$ cat config.mk
export PLATFORM = sky130hd
export DESIGN_NAME = eewp_front
export DESIGN_NICKNAME = d
export VERILOG_FILES = /design/src/rtl/eewp_pkg.sv /design/src/rtl/eewp_sync.sv /design/src/rtl/eewp_byte_rx.sv /design/src/rtl/eewp_ctrl.sv /design/src/rtl/eewp_front.sv
export SDC_FILE = /design/constraint.sdc
export NUM_CORES = 1
export LEC_CHECK = 0
export BUFFER_PORTS_ARGS = -buffer_cell sky130_fd_sc_hd__buf_2
export CELL_PAD_IN_SITES_DETAIL_PLACEMENT = 1
export CELL_PAD_IN_SITES_GLOBAL_PLACEMENT = 1
export CORE_MARGIN = 2
export CORE_UTILIZATION = 40
export CTS_CLUSTER_SIZE = 12
export DETAILED_ROUTE_END_ITERATION = 10
export PLACE_DENSITY_LB_ADDON = 0.1
export SLEW_MARGIN = 20
export SYNTH_ARGS = -nofsm -noshare
export SYNTH_HDL_FRONTEND = slang
export SYNTH_SLANG_ARGS = --single-unit
export TNS_END_PERCENT = 10
$ cat constraint.sdc
create_clock -name clk -period 5.5 [get_ports clk]
set_input_delay 0.55 -clock clk [delete_from_list [all_inputs] [get_ports clk]]
set_output_delay 0.55 -clock clk [all_outputs]
set_load 0.05 [all_outputs]
$ cat src/rtl/eewp_pkg.sv
package eewp_pkg;
  localparam int BYTE_W = 8;
  localparam logic [3:0] CODE_MEM  = 4'b1010;
  localparam logic [3:0] CODE_PROT = 4'b0110;

  typedef enum logic [2:0] {
    ST_IDLE, ST_ADDR, ST_PWA, ST_PWD, ST_PEND, ST_NWA, ST_NWD, ST_SKIP
  } ctl_st_t;

  typedef enum logic [1:0] {
    CMD_NONE, CMD_SETREV, CMD_CLRREV, CMD_PERM
  } pcmd_t;
endpackage

$ cat src/rtl/eewp_sync.sv
module eewp_sync #(
  parameter int STAGES = 2
) (
  input  logic clk,
  input  logic rst_n,
  input  logic scl_i,
  input  logic sda_i,
  output logic sda_s,
  output logic scl_rise,
  output logic scl_fall,
  output logic start_evt,
  output logic stop_evt
);
  logic [STAGES-1:0] scl_sh, sda_sh, scl_sh_n, sda_sh_n;
  logic scl_p, sda_p, scl_s;

  always_comb begin
    scl_sh_n = {scl_sh[STAGES-2:0], scl_i};
    sda_sh_n = {sda_sh[STAGES-2:0], sda_i};
  end

  always_ff @(posedge clk or negedge rst_n) begin
    if (!rst_n) begin
      scl_sh <= '1;
      sda_sh <= '1;
      scl_p  <= 1'b1;
      sda_p  <= 1'b1;
    end else begin
      scl_sh <= scl_sh_n;
      sda_sh <= sda_sh_n;
      scl_p  <= scl_s;
      sda_p  <= sda_s;
    end
  end

  assign scl_s     = scl_sh[STAGES-1];
  assign sda_s     = sda_sh[STAGES-1];
  assign scl_rise  = scl_s & ~scl_p;
  assign scl_fall  = ~scl_s & scl_p;
  assign start_evt = scl_s & scl_p & sda_p & ~sda_s;
  assign stop_evt  = scl_s & scl_p & ~sda_p & sda_s;
endmodule

$ cat src/rtl/eewp_byte_rx.sv
module eewp_byte_rx
  import eewp_pkg::*;
(
  input  logic              clk,
  input  logic              rst_n,
  input  logic              scl_rise,
  input  logic              scl_fall,
  input  logic              start_evt,
  input  logic              stop_evt,
  input  logic              sda_s,
  input  logic              ack_req,
  output logic              byte_valid,
  output logic [BYTE_W-1:0] byte_q,
  output logic              ack_done,
  output logic              ack_given,
  output logic              sda_oe
);
  localparam int CNT_W = $clog2(BYTE_W + 2);
  localparam logic [CNT_W-1:0] CNT_LASTBIT = CNT_W'(BYTE_W - 1);
  localparam logic [CNT_W-1:0] CNT_ACK     = CNT_W'(BYTE_W);
  localparam logic [CNT_W-1:0] CNT_TAIL    = CNT_W'(BYTE_W + 1);

  logic [CNT_W-1:0]  cnt_q, cnt_n;
  logic [BYTE_W-1:0] sh_q, sh_n;
  logic drv_q, drv_n, bv_q, bv_n, ad_q, ad_n, ag_q, ag_n;

  always_comb begin
    cnt_n = cnt_q;
    sh_n  = sh_q;
    drv_n = drv_q;
    bv_n  = 1'b0;
    ad_n  = 1'b0;
    ag_n  = ag_q;
    if (start_evt || stop_evt) begin
      cnt_n = '0;
      drv_n = 1'b0;
    end else if (scl_rise) begin
      if (cnt_q < CNT_ACK) begin
        sh_n  = {sh_q[BYTE_W-2:0], sda_s};
        cnt_n = cnt_q + 1'b1;
        bv_n  = (cnt_q == CNT_LASTBIT);
      end else if (cnt_q == CNT_ACK) begin
        cnt_n = CNT_TAIL;
        ad_n  = 1'b1;
        ag_n  = drv_q;
      end
    end else if (scl_fall) begin
      if (cnt_q == CNT_ACK) begin
        drv_n = ack_req;
      end else if (cnt_q == CNT_TAIL) begin
        drv_n = 1'b0;
        cnt_n = '0;
      end
    end
  end

  always_ff @(posedge clk or negedge rst_n) begin
    if (!rst_n) begin
      cnt_q <= '0;
      sh_q  <= '0;
      drv_q <= 1'b0;
      bv_q  <= 1'b0;
      ad_q  <= 1'b0;
      ag_q  <= 1'b0;
    end else begin
      cnt_q <= cnt_n;
      sh_q  <= sh_n;
      drv_q <= drv_n;
      bv_q  <= bv_n;
      ad_q  <= ad_n;
      ag_q  <= ag_n;
    end
  end

  assign byte_valid = bv_q;
  assign byte_q     = sh_q;
  assign ack_done   = ad_q;
  assign ack_given  = ag_q;
  assign sda_oe     = drv_q;

  AST_CNT_RANGE: assert property (@(posedge clk) disable iff (!rst_n)
    cnt_q <= CNT_TAIL);
  AST_ACK_IN_SLOT: assert property (@(posedge clk) disable iff (!rst_n)
    drv_q |-> (cnt_q >= CNT_ACK));
  AST_RELEASE_ON_STOP: assert property (@(posedge clk) disable iff (!rst_n)
    stop_evt |=> !drv_q);
endmodule

$ cat src/rtl/eewp_ctrl.sv
module eewp_ctrl
  import eewp_pkg::*;
(
  input  logic              clk,
  input  logic              rst_n,
  input  logic              start_evt,
  input  logic              stop_evt,
  input  logic              byte_valid,
  input  logic [BYTE_W-1:0] byte_q,
  input  logic              ack_done,
  input  logic              ack_given,
  input  logic [2:0]        pin_lvl,
  input  logic [2:0]        pin_hv,
  output logic              ack_req,
  output logic              rev_prot,
  output logic              perm_prot,
  output logic              mem_wr,
  output logic              mem_rd,
  output logic [BYTE_W-1:0] mem_addr,
  output logic [BYTE_W-1:0] mem_wdata
);
  ctl_st_t st_q, st_n, go_q, go_n;
  pcmd_t   cmd_q, cmd_n, kind;
  logic    ack_q, ack_n, rev_q, rev_n, perm_q, perm_n;
  logic    rdf_q, rdf_n, wr_q, wr_n, rd_q, rd_n;
  logic [BYTE_W-1:0] hold_q, hold_n, wa_q, wa_n, ma_q, ma_n, md_q, md_n;

  logic [3:0] code;
  logic [2:0] sel, eff;
  logic       rw, sel_ok, blocked;

  always_comb begin
    code   = byte_q[7:4];
    sel    = byte_q[3:1];
    rw     = byte_q[0];
    eff    = pin_lvl | pin_hv;
    sel_ok = (sel == eff);
    if (pin_hv == 3'b001 && !pin_lvl[2])
      kind = pin_lvl[1] ? CMD_CLRREV : CMD_SETREV;
    else if (pin_hv == 3'b000)
      kind = CMD_PERM;
    else
      kind = CMD_NONE;
    blocked = (rev_q || perm_q) && !wa_q[BYTE_W-1];
  end

  always_comb begin
    st_n   = st_q;
    go_n   = go_q;
    cmd_n  = cmd_q;
    ack_n  = ack_q;
    rev_n  = rev_q;
    perm_n = perm_q;
    rdf_n  = rdf_q;
    hold_n = hold_q;
    wa_n   = wa_q;
    ma_n   = ma_q;
    md_n   = md_q;
    wr_n   = 1'b0;
    rd_n   = 1'b0;
    if (start_evt) begin
      st_n  = ST_ADDR;
      ack_n = 1'b0;
      rdf_n = 1'b0;
    end else if (stop_evt) begin
      if (st_q == ST_PEND) begin
        case (cmd_q)
          CMD_SETREV: rev_n  = 1'b1;
          CMD_CLRREV: rev_n  = 1'b0;
          CMD_PERM:   perm_n = 1'b1;
          default:    ;
        endcase
      end
      st_n  = ST_IDLE;
      ack_n = 1'b0;
    end else if (byte_valid) begin
      hold_n = byte_q;
      go_n   = ST_SKIP;
      ack_n  = 1'b0;
      rdf_n  = 1'b0;
      case (st_q)
        ST_ADDR: begin
          if (code == CODE_MEM && sel_ok) begin
            ack_n = 1'b1;
            rdf_n = rw;
            go_n  = rw ? ST_SKIP : ST_NWA;
          end else if (code == CODE_PROT && sel_ok && kind != CMD_NONE) begin
            cmd_n = kind;
            if (!rw) begin
              ack_n = !perm_q;
              go_n  = ST_PWA;
            end else begin
              ack_n = (kind == CMD_PERM) ? !perm_q : !rev_q;
            end
          end
        end
        ST_PWA: begin ack_n = 1'b1; go_n = ST_PWD;  end
        ST_PWD: begin ack_n = 1'b1; go_n = ST_PEND; end
        ST_NWA: begin ack_n = 1'b1; go_n = ST_NWD;  end
        ST_NWD: begin ack_n = !blocked; go_n = ST_NWD; end
        default: ;
      endcase
    end else if (ack_done) begin
      ack_n = 1'b0;
      if (ack_given) begin
        st_n = go_q;
        if (st_q == ST_NWA) wa_n = hold_q;
        if (st_q == ST_NWD) begin
          wr_n = 1'b1;
          ma_n = wa_q;
          md_n = hold_q;
          wa_n = wa_q + 1'b1;
        end
        rd_n = rdf_q;
      end else begin
        st_n = ST_SKIP;
      end
    end
  end

  always_ff @(posedge clk or negedge rst_n) begin
    if (!rst_n) begin
      st_q   <= ST_IDLE;
      go_q   <= ST_SKIP;
      cmd_q  <= CMD_NONE;
      ack_q  <= 1'b0;
      rev_q  <= 1'b0;
      perm_q <= 1'b0;
      rdf_q  <= 1'b0;
      hold_q <= '0;
      wa_q   <= '0;
      ma_q   <= '0;
      md_q   <= '0;
      wr_q   <= 1'b0;
      rd_q   <= 1'b0;
    end else begin
      st_q   <= st_n;
      go_q   <= go_n;
      cmd_q  <= cmd_n;
      ack_q  <= ack_n;
      rev_q  <= rev_n;
      perm_q <= perm_n;
      rdf_q  <= rdf_n;
      hold_q <= hold_n;
      wa_q   <= wa_n;
      ma_q   <= ma_n;
      md_q   <= md_n;
      wr_q   <= wr_n;
      rd_q   <= rd_n;
    end
  end

  assign ack_req   = ack_q;
  assign rev_prot  = rev_q;
  assign perm_prot = perm_q;
  assign mem_wr    = wr_q;
  assign mem_rd    = rd_q;
  assign mem_addr  = ma_q;
  assign mem_wdata = md_q;

  AST_PERM_STICKY: assert property (@(posedge clk) disable iff (!rst_n)
    perm_q |=> perm_q);
  AST_FLAG_AT_STOP: assert property (@(posedge clk) disable iff (!rst_n)
    (rev_q != $past(rev_q)) |-> $past(stop_evt));
  AST_NO_BLOCKED_WR: assert property (@(posedge clk) disable iff (!rst_n)
    wr_q |-> (ma_q[BYTE_W-1] || !(rev_q || perm_q)));
  AST_PROT_LOCKED: assert property (@(posedge clk) disable iff (!rst_n)
    (st_q == ST_PWA) |-> !perm_q);
endmodule

$ cat src/rtl/eewp_front.sv
module eewp_front
  import eewp_pkg::*;
#(
  parameter int SYNC_STAGES = 2
) (
  input  logic       clk,
  input  logic       rst_n,
  input  logic       scl_i,
  input  logic       sda_i,
  output logic       sda_oe,
  input  logic [2:0] pin_lvl,
  input  logic [2:0] pin_hv,
  output logic       rev_prot,
  output logic       perm_prot,
  output logic       mem_wr,
  output logic       mem_rd,
  output logic [7:0] mem_addr,
  output logic [7:0] mem_wdata
);
  logic [1:0] rsync_q;
  logic       rst_n_s;

  always_ff @(posedge clk or negedge rst_n) begin
    if (!rst_n) rsync_q <= 2'b00;
    else        rsync_q <= {rsync_q[0], 1'b1};
  end
  assign rst_n_s = rsync_q[1];

  logic sda_s, scl_rise, scl_fall, start_evt, stop_evt;
  logic byte_valid, ack_done, ack_given, ack_req;
  logic [BYTE_W-1:0] byte_q;

  eewp_sync #(.STAGES(SYNC_STAGES)) u_sync (
    .clk(clk), .rst_n(rst_n_s), .scl_i(scl_i), .sda_i(sda_i),
    .sda_s(sda_s), .scl_rise(scl_rise), .scl_fall(scl_fall),
    .start_evt(start_evt), .stop_evt(stop_evt)
  );

  eewp_byte_rx u_rx (
    .clk(clk), .rst_n(rst_n_s), .scl_rise(scl_rise), .scl_fall(scl_fall),
    .start_evt(start_evt), .stop_evt(stop_evt), .sda_s(sda_s),
    .ack_req(ack_req), .byte_valid(byte_valid), .byte_q(byte_q),
    .ack_done(ack_done), .ack_given(ack_given), .sda_oe(sda_oe)
  );

  eewp_ctrl u_ctrl (
    .clk(clk), .rst_n(rst_n_s), .start_evt(start_evt), .stop_evt(stop_evt),
    .byte_valid(byte_valid), .byte_q(byte_q), .ack_done(ack_done),
    .ack_given(ack_given), .pin_lvl(pin_lvl), .pin_hv(pin_hv),
    .ack_req(ack_req), .rev_prot(rev_prot), .perm_prot(perm_prot),
    .mem_wr(mem_wr), .mem_rd(mem_rd), .mem_addr(mem_addr),
    .mem_wdata(mem_wdata)
  );
endmodule

# == Word-level counts from Yosys, hierarchy flattened ==
# Index checks and enable logic that the tools add are counted.
# Widths: inputs -> output; s select.
# totals
input_bits,10
ff_bits,70
word_cells,164
# classes
order_cmp,1
reduce_logical,37
mux,60
n_bitwise,18
addsub,2
n_eq_ne,22
# op_table
cell,n
$mux 1,36
$mux 4,7
$mux 3,8
$reduce_and 6->1,3
$mux 8,2
$reduce_and 4->1,4
$eq 4x4->1 const B,3
$pmux 3 s4,1
$reduce_bool 3->1,4
$not 1->1,10
$reduce_bool 2->1,5
$eq 3x3->1 const B,3
$reduce_and 3->1,3
$add 8x1->8 const B,1
$eq 4x3->1 const B,2
$mux 2,4
$and 1x1->1,7
$eq 2x2->1 const B,3
$eq 3x1->1 const B,2
$eq 3x2->1 const B,2
$logic_and 1x1->1,5
$logic_not 1->1,5
$add 4x1->4 const B,1
$lt 4x4->1 const B,1
other kinds (15),18

# == Depth between registers and ports, before layout ==
# Gate-level depths: netlist of run 1.
# depth
depth_word,12
mapped_depth,7
ltp_nobuf,7

# == Cells and area by module ==
# A second synthesis of run 1 with hierarchy kept.
# unflattened
hier_cells,277
area_unflattened_um2,3316.9
# by_module_without_submodules
module,cells_per_inst,n_inst,area_per_inst_um2
eewp_ctrl,204,1,2297.2
eewp_byte_rx,60,1,775.7
eewp_sync,10,1,190.2
eewp_front,3,1,53.8

# == Worst setup path after synthesis of run 1 ==
# Ideal clock, no wire load.
# synth_path
path_kind,input -> register
from,input pin_lvl[2]
to,register u_ctrl.cmd_q[1]
path_buffers,0
arrival_ns,1.826
cell_stages,5
setup_slack_ns,3.547
required_time_ns,5.372
setup_ns,0.128
cell_sequence,or3_1 > a22oi_2 > nand3_2 > nor3b_2 > mux2_1
# synth_between
elab_chain_cells,6
# synth_rtl
element,line,text
from (decl),eewp_front.sv:11,"input logic [2:0] pin_lvl,"
$logic_not 1->1,eewp_ctrl.sv:38,if (pin_hv == 3'b001 && !pin_lvl[2])
$logic_and 1x1->1,eewp_ctrl.sv:38,
$mux 2,eewp_ctrl.sv:38,
$reduce_bool 2->1,eewp_ctrl.sv:87,end else if (code == CODE_PROT && sel_ok && kind != CMD_NONE) begin
$logic_and 1x1->1,eewp_ctrl.sv:87,
$reduce_and 6->1 (no line),-,
to (signal assigned),eewp_ctrl.sv:139,cmd_q <= cmd_n;
to (decl),eewp_ctrl.sv:23,"pcmd_t cmd_q, cmd_n, kind;"
# Several ways; a longest one is shown, not always the timed one.
# A chain may end at the register's enable or synchronous reset.

# == Final worst setup path of run 1 ==
# layout_path
from,register u_ctrl.st_q[0]
to,register u_ctrl.ma_q[4] (netlist: u_ctrl.mem_addr[4])
# layout_between
elab_chain_cells,2
# layout_rtl
element,line,text
from (decl),eewp_ctrl.sv:22,"ctl_st_t st_q, st_n, go_q, go_n;"
from (signal assigned),eewp_ctrl.sv:137,st_q <= st_n;
$eq 3x3->1,eewp_ctrl.sv:108,if (st_q == ST_NWD) begin
$reduce_and 6->1 (no line),-,
to (signal assigned),eewp_ctrl.sv:146,ma_q <= ma_n;
to (decl),eewp_ctrl.sv:26,"logic [BYTE_W-1:0] hold_q, hold_n, wa_q, wa_n, ma_q, ma_n, md_q, md_n;"
# Every way passes these cells.

==> run metrics, run 1 <==
Worst Path Arrival=2.41 ns; max cap viols=0; WL final=roughly 6900 um; global-route usage over all layers=between 15 and 20%; Post-CTS Setup Inserts=0; r2r setup slk=between 3 and 4 ns; max incr delay on CP=approximately 0.77 ns; Cells after Synth=272; Max Slew Vio Count=0; LEAKAGE=1.76 nW; slew margin rel.=between 20% and 30%; worst hold slack=0.293 ns; GPL Wtd Cong=roughly 0.76; Post-DRT Antenna Nets=0; area grow syn2layout=14.8%; most frequent cell after synthesis=dfrtp_1; DR pass1 iterations=4; fin crit share=between 30% and 40%; Avg Synthesized Cell Area=roughly 12 um2; vias in the first global route=roughly 2200; critical-path cell list=inv_1, nand3_2, nor3b_4, mux2_2; top cells by count, synth=61 x dfrtp_1, 33 x mux2_2, 25 x o21ai_0; # nets final=roughly 330; die area=8740 um2; hold buffers post-CTS=1; H-Tree Depth=3; Worst Tran Pin Value=1.07 ns; fillers=between 800 and 900; number of synthesized flops with an enable pin=0; largest net degree at the start of global routing=69; worst vdd ir=about 0.14 mV; Root Driver=clkbuf_8; FF-to-FF Start=u_ctrl.st_q[0]; site row count=32; dpl ws=3.22 ns; CP endpoint kind=register; Starting Density=between 40% and 50%; post-route minimum period=2.18 ns; Synth Cell Area=between 3000 and 4000 um2; ant diodes=0; Worst Hold Path EP=u_sync.sda_sh[0]; post-cts sizing count=0; HPWL Detailed=4710 um; Wirelength per Cell=16.5 um; # clock sinks=70; Worst-path clk slew=~0.090 ns; Setup TNS=0 ns; Area contributors post-synth=dfrtp_1 48%, mux2_2 12%, dfstp_2 7.4%; cts bufs inserted=9; later-pin clock latency in the skew report=between 0.3 and 0.4 ns; share of layout cells above drive strength 1=~32%; ys flop type=dfrtp_1; drt via density=approximately 5.3; first-pass GRT wire length=about 11000 um; reg2reg end=u_ctrl.mem_addr[4]; area fraction of the dominant cell type after synthesis=about 48%; Die X=slightly above 90 um; sequential share of the synthesized area=55.0%; total power=around 1.1 mW; Yosys reg bits=70; drc violations=0; HP Class=input port to register; Crit Path Class=register to register; Highest Clock Rate=459 MHz; crit-path max FO=17; Layout Skew=roughly 0.015 ns; Worst Reg2Reg Path Length in Cells=4; Cell variety after synth=between 50 and 60; Yosys warning count=0; initial antenna violation count=0; post-route setup slack=3.32 ns; Critical Path Source=u_ctrl.st_q[0]; Chip Height=93.5 um; Yosys top cell by area=dfrtp_1; ys async rst share=100%; CP max stage cell=nor3b_4; port bufs=30; status=finished clean; final setup vio count=0; IO Pins=31; Min-Delay Path Depth=1; floorplan core area=a little under 8000 um2; Worst Path Required=roughly 5.7 ns; Worst Hold Launch=sda_i; Clock Path Buffers=2; DR vias=between 2000 and 2500; syn_nets=roughly 290; RSZ-0062 raised after global routing=no; CTS tree=yes; 1st-iter DRT viols=between 90 and 100; Final Hold Vio Count=0; Pwr Density=between 300 and 400 nW/um2; GRT Residual Overflow=0; Setup crit start kind=register
## power by group
part | internal (mW) | switching, mW | leakage [nW] | total, mW
Clock | 0.215 | 0.217 | 0.100 | 0.432
Sequential | 0.550 | 0.0391 | 0.909 | 0.589
Combinational | 0.0495 | 0.0518 | 0.747 | 0.101
## cells in the final DEF, fill, tap and decap left out, types with 2 or more instances in the layout
cell	n
dfrtp_1	60
mux2_2	33
buf_2	30
o21ai_0	25
nand2_1	14
nor2_1	14
a21oi_1	14
inv_1	10
clkbuf_8	9
dfstp_2	9
nand3_1	7
and3_1	6
o22a_1	6
ha_1	6
nand2b_1	5
nor2b_1	5
or3_1	4
mux2i_1	4
nor3_1	4
a31oi_1	3
clkinv_4	3
and3b_1	2
nand3_2	2
nor4bb_1	2
o2bb2ai_1	2
inv_6	2
buf_4	2
## worst max-delay path by stage
stage | end | slack [ns] | depth (start not counted)
final | u_ctrl.mem_addr[4] | 3.32 | 4
after global routing | u_ctrl.mem_wdata[5] | 3.10 | 4
after CTS | u_ctrl.cmd_q[1] | 3.20 | 4
after detailed placement | u_ctrl.cmd_q[1] | 3.22 | 4
after global placement | u_ctrl.cmd_q[1] | 3.30 | 4
after floorplan | u_ctrl.ack_req | 3.42 | 0
## layer usage
metal	GRT usage [%]	up-vias	share of wire (%)
met1	26.0	1114	52
met2	24.2	24	45
li1	-	1059	-
met3	4.11	5	2.8
met4	4.04	0	0.84
met5	0	-	0
## cells by family after synthesis
logic type	synth area share (%)
compound gates	13.1
xor+xnor	0.781
fa+ha+maj	2.34
buf+inv	2.38
flops	55.0
mux	13.2
other cells	0.117
simple gates	13.0
## layout make-up
type,instances,area [um2],area share [%]
clock inverters,7,81.3,2.21
multi-input cells,185,1370,37.2
flip-flops and latches,70,1760,48.0
repair buffers,33,175,4.76
clock buffers,9,124,3.37
well taps,102,128,3.47
inverters,10,37.5,1.02
## per-stage QoR
stage / area, um2 / instances / util (%)
after floorplan: 3200 / 272 / -
after global placement: 3460 / 399 / 44.8
final: 3680 / 416 / 47.6
after CTS: 3670 / 416 / 47.6
after detailed placement: 3460 / 399 / 44.8
after global routing: 3680 / 416 / 47.6
## worst max-delay path: cells and delay by family, from the launching register on
family | cells | cell delay (ns)
and+or+nand+nor | 2 | 1.00
buffers and inverters | 1 | 0.20
DFF | 1 | 0.45
muxes | 1 | 0.42
## flip-flops by register name, summed over array words and instances, names as in the netlist, 3 cells and up
name / cells
u_ctrl.go_q: 3
u_ctrl.hold_q: 8
u_rx.cnt_q: 4
u_rx.byte_q: 8
u_ctrl.mem_addr: 8
u_ctrl.st_q: 3
u_ctrl.mem_wdata: 8
u_ctrl.wa_q: 8
Power figures use the tool's default switching activity.
==> run 2: changes to the inputs <==
--- a/config.mk
+++ b/config.mk
@@ -5,6 +5,7 @@
 export SDC_FILE = /design/constraint.sdc
 export NUM_CORES = 1
 export LEC_CHECK = 0
+export ABC_AREA = 1
 export BUFFER_PORTS_ARGS = -buffer_cell sky130_fd_sc_hd__buf_2
 export CELL_PAD_IN_SITES_DETAIL_PLACEMENT = 1
 export CELL_PAD_IN_SITES_GLOBAL_PLACEMENT = 1
==> constraint.sdc (replaced) <==
create_clock -name clk -period 2.1 [get_ports clk]
set_input_delay 0.21 -clock clk [delete_from_list [all_inputs] [get_ports clk]]
set_output_delay 0.21 -clock clk [all_outputs]
set_load 0.05 [all_outputs]
==> run 2 against run 1 <==
  * Final cell count grew 25%
  * Count of clock-buffer cells in the layout up 4
  * Critical path depth is 6 higher
  * Critical endpoint unchanged
  * Die area grew 2.4%
  * Sequential power is 150% higher
  * Largest power group unchanged
  * Worst setup slack worse by 2.9 ns
  * Routed wire length increased by 5.9%
  * Flip-flop and latch count stayed put
  * Highest routed layer unchanged
  * Global-route usage rose by 1.0 points
  * Final area up 3.9%
  * Maximum frequency increased by 32%
==> run metrics, run 2 <==
worst vdd ir=around 0.34 mV; Reg power frac=between 40% and 50%; fillers=slightly below 1000; Setup crit start kind=register; largest net degree at the start of global routing=69; H-Tree Depth=3; Highest Clock Rate=about 600 MHz; Worst Path Required=approximately 2.4 ns; Area contributors post-synth=dfrtp_1 46%, nand2_1 11%, dfstp_2 7.2%; Post-Route Utilization=47.2%; top cells by count, synth=94 x nand2_1, 61 x dfrtp_1, 45 x inv_1; cts bufs inserted=9; cell-internal power=2.25 mW; drt via density=4.85; ys flop type=dfrtp_1; 1st-iter DRT viols=50; max incr delay on CP=0.57 ns; crit-path max FO=28; Setup TNS=0 ns; Pwr Density=a little under 800 nW/um2; HP Class=input port to async pin; Root Driver=clkbuf_8; drc violations=0; die area=8950 um2; Non-Filler Instances=519; first-pass GRT wire length=between 10000 and 15000 um; sw frac=around a quarter; final setup vio count=0; GPL Wtd Cong=roughly 0.77; Crit path max-delay family=simple AND/OR/NAND/NOR gates; Yosys top cell by area=dfrtp_1; Post-CTS Setup Inserts=0; number of synthesized flops with an enable pin=0; leading cell type in the layout, fill and taps excluded=nand2_1; area grow syn2layout=16.3%; LEAKAGE=~1.9 nW; Bufs and invs on worst path=3; later-pin clock latency in the skew report=0.35 ns; ant diodes=0; max cap viols=0; share of layout cells above drive strength 1=20.8%; leading cell types in the layout, fill and taps excluded=94 x nand2_1, 60 x dfrtp_1, 45 x inv_1; Cell variety after synth=40; Die X=about 95 um; P_sw=between 0.7 and 0.8 mW; HPWL Detailed=5210 um; Yosys reg bits=70; global-route usage over all layers=18.0%; placed insts=500; Starting Density=about two fifths; port bufs=30; critical-path cell list=nand2_1, inv_2, nand3_2, nand2_4, inv_2, nand2_4, nor2_8, inv_6, nand2_1, o21ai_2; clock share of power=between 40% and 50%; DR vias=2517; DR pass1 iterations=4; ys async rst share=100%; Clock Path Buffers=2; RSZ-0062 raised after global routing=no; IO Pins=31; CP max stage cell=dfstp_2; fin crit share=78.4%; # clock sinks=70; vias in the first global route=2574; Chip Height=94.6 um; hold buffers post-CTS=3; Crit Path Class=register to register; most frequent cell after synthesis=nand2_1; GRT Residual Overflow=0; Avg Synthesized Cell Area=between 8 and 9 um2; Synth Cell Area=roughly 3300 um2; floorplan core area=between 8000 and 9000 um2; Cells after Synth=between 300 and 400; status=finished clean; post-cts sizing count=0; Yosys warning count=0; CTS tree=yes; Worst-path clk slew=around 0.08 ns; Final Hold Vio Count=0; syn_nets=384; Post-DRT Antenna Nets=0; initial antenna violation count=0; Wirelength per Cell=between 10 and 15 um; site row count=33; Max Slew Vio Count=0; WL final=~7300 um; CP endpoint kind=register; # nets final=between 400 and 500; post-route minimum period=1.65 ns; Layout Skew=roughly 0.013 ns; area fraction of the dominant cell type after synthesis=46.5%; sequential share of the synthesized area=a little over half; combinational group share of total power=approximately 8.0%; Worst Path Arrival=roughly 1.9 ns
## run 2: stage by stage
| step | hold WS (ns) | setup WS [ns] | cell area [um2] | total power, mW |
|---|---|---|---|---|
| after floorplan | -0.0856 | 0.0221 | 3280 | 1.64 |
| after global placement | -0.00502 | 0.369 | 3560 | 1.72 |
| after detailed placement | -0.00267 | 0.444 | 3560 | 1.72 |
| after CTS | 0.153 | 0.417 | 3820 | 3.02 |
| after global routing | 0.162 | 0.268 | 3820 | 3.13 |
| final | 0.169 | 0.453 | 3820 | 2.98 |
## run 2: cell families (layout without fill, tap and decap cells)
logic type | count (synthesis) | in the layout | synth area share, %
AND/OR/NAND/NOR | 155 | 155 | 21.7
AO/OA/AOI/OAI | 76 | 76 | 14.1
flip-flops | 70 | 70 | 53.7
buffers and inverters | 57 | 103 | 7.35
adder cells (fa/ha/maj) | 6 | 6 | 2.29
XOR/XNOR | 3 | 3 | 0.800
other | 1 | 1 | 0.114
## run 2: worst paths after layout
check | startpoint | slack, ns | to | cells past startpoint
min in group clk | pin_lvl[1] | 0.28 | u_ctrl.cmd_q[0] | 4
worst max-delay path | u_sync.scl_p | 0.45 | u_ctrl.mem_addr[4] | 10
worst min-delay path | rst_n | 0.17 | rsync_q[1] | 2
max in group asynchronous | rsync_q[1] | 1.48 | u_ctrl.go_q[1] | 1
worst max register to register | u_sync.scl_p | 0.45 | u_ctrl.mem_addr[4] | 10
worst min register to register | rsync_q[1] | 0.29 | u_ctrl.cmd_q[1] | 1
## run 2: power by group through the flow
stage | Combinational [mW] | Sequential [mW] | Clock (mW)
after CTS | 0.244 | 1.46 | 1.32
after detailed placement | 0.237 | 1.49 | 0
after floorplan | 0.156 | 1.49 | 0
after global routing | 0.279 | 1.47 | 1.38
final | 0.239 | 1.46 | 1.28
after global placement | 0.231 | 1.49 | 0
## run 2: area by class of cell
| class | count | area (um2) | share of cell area (%) |
|---|---|---|---|
| Sequential cell | 70 | 1760 | 46.2 |
| Tap cell | 105 | 131 | 3.44 |
| Multi-Input combinational cell | 241 | 1280 | 33.5 |
| Clock buffer | 13 | 169 | 4.42 |
| Clock inverter | 3 | 65.1 | 1.70 |
| Inverter | 51 | 196 | 5.14 |
| Timing Repair Buffer | 36 | 215 | 5.63 |
## run 2: metal layers
layer	GRT usage (%)	vias to the layer above	part of all wire, %
met5	0	-	0
li1	-	1272	-
met2	28.8	34	47
met3	4.15	8	2.8
met4	6.64	0	1.5
met1	24.0	1203	49
==> run 3: changes to the inputs <==
==> constraint.sdc (replaced) <==
create_clock -name clk -period 1.3 [get_ports clk]
set_input_delay 0.13 -clock clk [delete_from_list [all_inputs] [get_ports clk]]
set_output_delay 0.13 -clock clk [all_outputs]
set_load 0.05 [all_outputs]
==> run 3 against run 2 <==
  * The flow now finishes with violations (setup timing)
  * Global-route usage up 2.9 points
  * Clock power rose by 55%
  * Final cell count up 12%
  * Clock skew shrank 0.0021 ns
  * Hold slack got worse by 0.045 ns
  * Power rose by 69%
==> run metrics, run 3 (same netlist as run 2, synthesis figures left out) <==
site row count=33; global-route usage over all layers=a little over a fifth; combinational group share of total power=between 10% and 20%; first-pass GRT wire length=between 10000 and 15000 um; reg2reg end=u_ctrl.go_q[1]; port bufs=30; drt via density=between 4 and 5; HP Class=input port to async pin; IO Pins=31; Worst Reg2Reg Path Length in Cells=8; initial antenna violation count=0; WL final=8810 um; Final Hold Vio Count=0; DR pass1 iterations=4; Worst-path clk slew=~0.07 ns; Clock Path Buffers=2; worst vdd ir=between 0.6 and 0.7 mV; # nets final=between 400 and 500; drc violations=0; Cell Area, Placed=roughly 4000 um2; failing checks=setup timing; share of layout cells above drive strength 1=39.2%; largest net degree at the start of global routing=69; P_sw=1.33 mW; DR vias=about 2900; leading cell type in the layout, fill and taps excluded=nand2_1; Starting Density=between 40 and 50%; Non-Filler Instances=a little under 600; post-route setup slack=-0.269 ns; cell-internal power=3.71 mW; CTS tree=yes; Chip Height=94.6 um; vias in the first global route=just over 3000; HPWL Detailed=around 6100 um; later-pin clock latency in the skew report=~0.35 ns; GRT Residual Overflow=0; Worst Path Required=1.57 ns; Reg power frac=around 47%; Root Driver=clkbuf_8; cts bufs inserted=9; 1st-iter DRT viols=90; FF-to-FF Start=u_sync.sda_p; Crit Path Class=register to register; Die X=~95 um; placed insts=~560; Wirelength per Cell=around 15 um; leading cell types in the layout, fill and taps excluded=87 x nand2_1, 60 x buf_4, 60 x dfrtp_1; RSZ-0062 raised after global routing=yes; max cap viols=0; Pwr Density=around 1100 nW/um2; die area=8950 um2; CP endpoint kind=register; status=complete, but fails checks; Highest Clock Rate=638 MHz; Setup crit start kind=register; clock share of power=between 30 and 40%; post-route minimum period=approximately 1.6 ns; Max Slew Vio Count=0; ant diodes=0; r2r setup slk=-0.27 ns; # clock sinks=70; floorplan core area=8090 um2; cell area after layout=between 4000 and 5000 um2; LEAKAGE=2.21 nW; area grow syn2layout=38.3%; crit-path max FO=14; Layout Skew=between 0.01 and 0.015 ns; H-Tree Depth=3; Worst Path Arrival=approximately 1.8 ns; Post-DRT Antenna Nets=0; final setup vio count=50; GPL Wtd Cong=0.776; fin crit share=121%; Setup TNS=-9.31 ns; sw frac=26.4%
## run 3: per-stage QoR
| step | utilization, % | hold slack, ns | power (mW) | setup WS [ns] |
|---|---|---|---|---|
| floorplan | - | -0.166 | 2.66 | -0.162 |
| CTS | 54.1 | 0.102 | 5.00 | -0.231 |
| global route | 56.1 | 0.145 | 5.29 | -0.348 |
| global placement | 49.6 | -0.0854 | 2.95 | -0.433 |
| detailed placement | 49.6 | -0.0832 | 2.98 | -0.435 |
| finish | 56.1 | 0.124 | 5.04 | -0.269 |
## run 3: critical path: stages, from the launching register on
cell and delay, ns:
dfstp_2 0.55, nor2_2 0.05, nand2_2 0.13, nand2_4 0.11
nor2_4 0.13, buf_4 0.22, nand2_1 0.08, a21oi_1 0.15
a21oi_1 0.06
## run 3: worst max path at each step
stage	from	end
final	u_sync.sda_p	u_ctrl.go_q[1]
after floorplan	u_sync.sda_sh[1]	u_ctrl.wa_q[5]
after global placement	u_sync.sda_sh[1]	u_ctrl.rev_prot
after CTS	u_sync.sda_p	u_ctrl.cmd_q[1]
after global routing	u_sync.sda_sh[1]	u_ctrl.go_q[1]
after detailed placement	u_sync.sda_sh[1]	u_ctrl.rev_prot
## run 3: metal layers
layer,vias up,routed length [um],track usage (%)
met2,46,4740,36.9
met5,-,0,0
met3,20,213,4.07
met1,1415,3630,24.6
li1,1395,-,-
met4,0,233,9.66
## run 3: power groups by stage
stage / sequential, mW / clock [mW] / combinational [mW]
final: 2.34 / 1.98 / 0.718
after global routing: 2.36 / 2.14 / 0.794
after CTS: 2.34 / 2.03 / 0.638
after detailed placement: 2.38 / 0 / 0.598
after global placement: 2.37 / 0 / 0.571
after floorplan: 2.41 / 0 / 0.251
## run 3: final cells by class
cell class	instances	area [um2]
multi-input cells	241	1470
flip-flops and latches	70	1760
inverters	51	216
fillers	944	3550
well taps	105	131
repair buffers	99	733
clock buffers	10	138
clock inverters	6	85.1
## run 3: repair_timing
item | CTS | global route
hold buffers | 3 | 0
setup endpoints to repair | 57 | 60
pin swaps | 5 | 15
endpoints found under the hold margin | 4 | 0
cloned | 0 | 0
resized for setup | 27 | 38
setup buffers | 2 | 5
